[src/rtl/gpio_chg_pkg.sv]
package gpio_chg_pkg;
  typedef enum logic [1:0] {
    REG_PORT = 2'd0,
    REG_DIR  = 2'd1,
    REG_OPT  = 2'd2,
    REG_IRQ  = 2'd3
  } reg_sel_e;

  localparam int PU_BIT  = 7;
  localparam int IRQ_BIT = 0;
endpackage

[src/rtl/gpio_sync.sv]
module gpio_sync #(
  parameter int W      = 8,
  parameter int STAGES = 2
) (
  input  logic         clk,
  input  logic         rst_n,
  input  logic [W-1:0] d,
  output logic [W-1:0] q
);
  logic [STAGES-1:0][W-1:0] stg;

  always_ff @(posedge clk or negedge rst_n) begin
    if (!rst_n) begin
      stg <= '0;
    end else begin
      stg[0] <= d;
      for (int k = 1; k < STAGES; k++) stg[k] <= stg[k-1];
    end
  end

  assign q = stg[STAGES-1];
endmodule

[src/rtl/gpio_pad_ctrl.sv]
module gpio_pad_ctrl #(
  parameter int W = 8
) (
  input  logic         clk,
  input  logic         rst_n,
  input  logic         dir_wr,
  input  logic         lat_wr,
  input  logic         opt_wr,
  input  logic [W-1:0] wdata,
  input  logic         pu_n_wdata,
  output logic [W-1:0] dir_q,
  output logic         pu_n_q,
  output logic [W-1:0] pin_out,
  output logic [W-1:0] pin_oe,
  output logic [W-1:0] pin_pu
);
  logic [W-1:0] lat_q;

  always_ff @(posedge clk or negedge rst_n) begin
    if (!rst_n) begin
      dir_q  <= '1;
      lat_q  <= '0;
      pu_n_q <= 1'b1;
    end else begin
      if (dir_wr) dir_q  <= wdata;
      if (lat_wr) lat_q  <= wdata;
      if (opt_wr) pu_n_q <= pu_n_wdata;
    end
  end

  assign pin_out = lat_q;
  assign pin_oe  = ~dir_q;
  assign pin_pu  = pu_n_q ? '0 : dir_q;

  p_latch_load_r3: assert property (@(posedge clk) disable iff (!rst_n)
    lat_wr |=> (pin_out == $past(wdata)));
  p_dir_load_r2: assert property (@(posedge clk) disable iff (!rst_n)
    dir_wr |=> (pin_oe == ~$past(wdata)));
  p_pu_output_off_r5: assert property (@(posedge clk) disable iff (!rst_n)
    ((pin_pu & pin_oe) == '0));
endmodule

[src/rtl/gpio_chg_det.sv]
module gpio_chg_det #(
  parameter int CW = 4
) (
  input  logic          clk,
  input  logic          rst_n,
  input  logic [CW-1:0] lvl_up,
  input  logic [CW-1:0] dir_up,
  input  logic          port_acc,
  input  logic          irq_wr,
  input  logic          irq_wbit,
  output logic          flag,
  output logic          mismatch
);
  logic [CW-1:0] snap_q;
  logic [CW-1:0] diff;

  assign diff     = (lvl_up ^ snap_q) & dir_up;
  assign mismatch = |diff;

  always_ff @(posedge clk or negedge rst_n) begin
    if (!rst_n) begin
      snap_q <= '0;
      flag   <= 1'b0;
    end else begin
      if (port_acc) snap_q <= lvl_up;
      if (mismatch)    flag <= 1'b1;
      else if (irq_wr) flag <= irq_wbit;
    end
  end

  p_mismatch_sets_r6: assert property (@(posedge clk) disable iff (!rst_n)
    mismatch |=> flag);
  p_flag_hold_r8: assert property (@(posedge clk) disable iff (!rst_n)
    (!mismatch && !irq_wr) |=> (flag == $past(flag)));
  p_access_clears_mm_r8: assert property (@(posedge clk) disable iff (!rst_n)
    (port_acc && $stable(lvl_up) && $stable(dir_up)) |=> $stable(lvl_up) |-> !mismatch);
endmodule

[src/rtl/gpio_chg_port.sv]
module gpio_chg_port
  import gpio_chg_pkg::*;
#(
  parameter int PORT_W      = 8,
  parameter int CHG_LO      = 4,
  parameter int SYNC_STAGES = 2
) (
  input  logic              clk,
  input  logic              rst_n,
  input  logic              bus_en,
  input  logic              bus_we,
  input  logic [1:0]        bus_addr,
  input  logic [PORT_W-1:0] bus_wdata,
  output logic [PORT_W-1:0] bus_rdata,
  input  logic [PORT_W-1:0] pin_in,
  output logic [PORT_W-1:0] pin_out,
  output logic [PORT_W-1:0] pin_oe,
  output logic [PORT_W-1:0] pin_pu,
  output logic              irq_flag,
  output logic              wake_req
);
  localparam int CW = PORT_W - CHG_LO;

  reg_sel_e          sel;
  logic              wr, port_acc;
  logic [PORT_W-1:0] lvl_s, dir_q;
  logic              pu_n_q, mm;

  assign sel      = reg_sel_e'(bus_addr);
  assign wr       = bus_en && bus_we;
  assign port_acc = bus_en && (sel == REG_PORT);

  gpio_sync #(.W(PORT_W), .STAGES(SYNC_STAGES)) u_sync (
    .clk(clk), .rst_n(rst_n), .d(pin_in), .q(lvl_s)
  );

  gpio_pad_ctrl #(.W(PORT_W)) u_pad (
    .clk(clk), .rst_n(rst_n),
    .dir_wr(wr && sel == REG_DIR),
    .lat_wr(wr && sel == REG_PORT),
    .opt_wr(wr && sel == REG_OPT),
    .wdata(bus_wdata), .pu_n_wdata(bus_wdata[PU_BIT]),
    .dir_q(dir_q), .pu_n_q(pu_n_q),
    .pin_out(pin_out), .pin_oe(pin_oe), .pin_pu(pin_pu)
  );

  gpio_chg_det #(.CW(CW)) u_chg (
    .clk(clk), .rst_n(rst_n),
    .lvl_up(lvl_s[PORT_W-1:CHG_LO]), .dir_up(dir_q[PORT_W-1:CHG_LO]),
    .port_acc(port_acc),
    .irq_wr(wr && sel == REG_IRQ), .irq_wbit(bus_wdata[IRQ_BIT]),
    .flag(irq_flag), .mismatch(mm)
  );

  assign wake_req = irq_flag | mm;

  always_comb begin
    bus_rdata = '0;
    unique case (sel)
      REG_PORT: bus_rdata = lvl_s;
      REG_DIR:  bus_rdata = dir_q;
      REG_OPT:  bus_rdata[PU_BIT] = pu_n_q;
      REG_IRQ:  bus_rdata[IRQ_BIT] = irq_flag;
    endcase
  end

  p_flag_cause_r7: assert property (@(posedge clk) disable iff (!rst_n)
    $rose(irq_flag) |-> $past(mm || (wr && sel == REG_IRQ)));
endmodule

[config.mk]
export PLATFORM = sky130hd
export DESIGN_NAME = gpio_chg_port
export DESIGN_NICKNAME = d
export VERILOG_FILES = /design/src/rtl/gpio_chg_pkg.sv /design/src/rtl/gpio_sync.sv /design/src/rtl/gpio_pad_ctrl.sv /design/src/rtl/gpio_chg_det.sv /design/src/rtl/gpio_chg_port.sv
export SDC_FILE = /design/constraint.sdc
export NUM_CORES = 1
export LEC_CHECK = 0
export ABC_AREA = 1
export BUFFER_PORTS_ARGS = -buffer_cell sky130_fd_sc_hd__buf_2
export CAP_MARGIN = 20
export CORE_MARGIN = 4
export CORE_UTILIZATION = 52
export CTS_CLUSTER_SIZE = 20
export DETAILED_ROUTE_END_ITERATION = 16
export PLACE_DENSITY = 0.83
export SYNTH_ARGS = -nofsm -noshare
export SYNTH_HDL_FRONTEND = slang
export SYNTH_SLANG_ARGS = --single-unit
[constraint.sdc]
create_clock -name clk -period 1.6 [get_ports clk]
set_input_delay 0.08 -clock clk [delete_from_list [all_inputs] [get_ports clk]]
set_output_delay 0.08 -clock clk [all_outputs]
set_load 0.01 [all_outputs]
==> impl_metrics.py <==
metrics = {
    "final_layout": {
        "areaGrowthSynthToFinish_pct": 33.7,
        "final_cell_mix": "buf_2, nand2_1, dfrtp_1",
        "postLayoutCoreUtil": 0.744,
        "n_antenna_cell": 0,
        "final_nets": 259,
        "final_common_cell": "buf_2",
        "layout-drive-gt1-share": 0.357,
        "fillerInstances": 233,
    },
    "sta": {
        "holdWs_ns": -0.00427,
        "period_minus_slack_ns": 1.48,
        "tightest_slew_ns": 0.281,
        "rsz0062_at_grt": "no",
        "fmax_mhz": 675,
        "hold_violations": 1,
        "maxSlewHeadroom": 0.812,
        "final.setup.worst_slack_ns": 0.118,
        "setup_viol": 0,
        "fin_setup_tns_ns": 0,
        "skew_ns": 0.00533,
        "slew_violations": 0,
        "fin_crit_sh": 0.927,
    },
    "critical_path": {
        "path_delay_family": "flip-flops",
        "worstPathMaxFanout": 3,
        "worstSetupStartpointType": "register",
        "crit_chain": "inv_1, o21ai_0, buf_2",
        "worst_ep_arrival_time_ns": 1.40,
        "path_class": "reg2out",
        "slowest_delay_ns": 0.55,
        "path_buf_inv": 2,
        "crit_path_end_kind": "primary output",
        "critPathSlowestCell": "dfstp_2",
        "cp.required_ns": 1.52,
    },
    "grt": {
        "grt_pass1_vias": 1443,
        "met3_usage": 0.0683,
        "grt_max_degree": 39,
        "antenna_found_initial": 0,
        "met2_usage": 0.378,
        "grt_overflow": 0,
        "grt_pass1_wl_microns": 6420,
        "grt_use_met1": 0.228,
        "grt_usage": 0.214,
        "grt_most_used_layer": "met2",
    },
    "yosys": {
        "synth_area_sq_um": 1560,
        "ys_seq_area_frac": 0.617,
        "synth_cells": 163,
        "ys_warn_count": 0,
        "ys_ff_latch": 38,
        "syn_nets": 185,
        "syn_avg_cell_area_sq_um": 9.57,
        "yosysUniqueCellTypes": 19,
    },
    "place": {
        "place.gp.congestion": 0.834,
        "port_buffers": 55,
        "pre_cts_ws_ns": 0.556,
        "dp_hpwl_microns": 2510,
    },
    "drt": {
        "ant_nets": 0,
        "drc": 0,
        "avgRoutedWirePerCell_microns": 14.3,
        "drtIter0Drc": 105,
        "drtPass1Iterations": 4,
        "vias_per_cell": 5.10,
        "wirelength_microns": 3840,
        "vias": 1371,
    },
    "power_and_ir_drop": {
        "power_mw": 2.39,
        "p_clk_frac": 0.265,
        "power_frac_comb": 0.234,
        "p_switching_uw": 725,
        "leakagePower_nw": 1.11,
        "p_int_mw": 1.66,
        "vdd_drop_max_uv": 893,
        "switching_share": 0.303,
        "p_per_area_nw_per_um2": 1150,
        "p_seq_frac": 0.501,
    },
    "die": {
        "coreArea_sq_um": 2810,
        "rows": 19,
        "die_w_microns": 62.8,
        "ios": 56,
        "start_util": 0.556,
        "die_height_microns": 62.8,
        "die-area_sq_um": 3940,
    },
    "clock_network": {
        "path_clk_slew_ns": 0.10,
        "cts_resized": 0,
        "htreeDepth": 2,
        "ctsHoldBuffers": 14,
        "cts_buffers": 5,
        "cts_tree": "built",
        "clock_latency_ns": 0.35,
        "postCtsSetupBuffers": 0,
        "cts.sinks": 38,
        "clk_path_buf_depth": 2,
        "cts_root_buf": "clkbuf_4",
    },
    "worst_hold_path": {
        "hold_class": "in2reg",
    },
    "flow_run": {
        "cap_violations": 0,
    },
    "status": {
        "outcome": "complete, but fails checks",
        "violations": "negative hold slack",
    },
}
[tightest hold or removal path: cells and delay by family]
kind                   cells  cell delay [ns]
buffers and inverters      2             0.16
AOI/OAI and AO/OA          1             0.06
[flip-flops by register name, summed over array words and instances, names as in the netlist]
signal / cells
u_pad.dir_q: 8
u_sync.q: 8
u_chg.flag: 1
u_sync.stg: 8
u_pad.pin_out: 8
u_pad.pu_n_q: 1
u_chg.snap_q: 4
[routing by layer]
layer | part of all wire | up-vias | wire, microns
li1 | - | 656 | -
met1 | 0.37 | 631 | 1420
met2 | 0.52 | 64 | 1990
met3 | 0.065 | 20 | 248
met4 | 0.049 | 0 | 189
met5 | 0 | - | 0
[power groups by stage]
stage | Combinational [mW] | Clock (mW) | Sequential, mW
after floorplan | 0.281 | 0 | 1.20
after global placement | 0.509 | 0 | 1.20
after detailed placement | 0.519 | 0 | 1.21
after CTS | 0.552 | 0.640 | 1.19
after global routing | 0.624 | 0.686 | 1.21
final | 0.559 | 0.634 | 1.20
[metrics by stage]
| step | cell area (sq um) | std cells |
|---|---|---|
| after floorplan | 1560 | 163 |
| after global placement | 1870 | 247 |
| after detailed placement | 1870 | 247 |
| after CTS | 2090 | 269 |
| after global routing | 2090 | 269 |
| final | 2090 | 269 |
[Yosys cell counts]
| cell | count | area [sq um] |
|---|---|---|
| nand3_4 | 1 | 17.5 |
| o221ai_1 | 1 | 8.76 |
| nand2_2 | 1 | 6.26 |
| inv_1 | 26 | 97.6 |
| nor2_4 | 1 | 11.3 |
| o21ai_1 | 1 | 5.00 |
| o21ai_2 | 7 | 61.3 |
| o21ai_0 | 16 | 80.1 |
| nand2_1 | 41 | 154 |
| nand2_4 | 1 | 11.3 |
| clkbuf_1 | 1 | 3.75 |
| clkinv_2 | 1 | 5.00 |
| dfrtp_1 | 29 | 726 |
| dfstp_2 | 9 | 236 |
| buf_6 | 2 | 22.5 |
| nand3_1 | 7 | 35.0 |
| o22ai_1 | 3 | 18.8 |
| nor2_1 | 14 | 52.6 |
| o211ai_1 | 1 | 7.51 |
[area by class of cell]
type	instances	area, sq um	area share
flip-flops and latches	38	962	0.461
multi-input cells	95	469	0.225
repair buffers	70	435	0.209
inverters	27	103	0.0492
clock inverters	3	40.0	0.0192
well taps	31	38.8	0.0186
clock buffers	5	37.5	0.0180
[worst paths after layout]
path / from / to / slack (ns) / cells past startpoint
worst max-delay path: u_pad.dir_q[3] / bus_rdata[3] / 0.12 / 3
min in group asynchronous: rst_n / u_chg.snap_q[0] / 0.21 / 3
worst max register to register: u_sync.q[4] / u_chg.flag / 0.69 / 6
max in group asynchronous: rst_n / u_pad.dir_q[2] / 1.14 / 3
worst min-delay path: bus_wdata[3] / u_pad.pin_out[3] / -0.004 / 3
worst min register to register: u_sync.stg[5] / u_sync.q[5] / 0.36 / 0
[kinds of logic after synthesis]
group                  after synthesis  synth area share
and+or+nand+nor                     66             0.184
DFF                                 38             0.617
buffers and inverters               30            0.0826
AOI/OAI and AO/OA                   29             0.116
No activity file was read; power rests on OpenSTA's default activity.
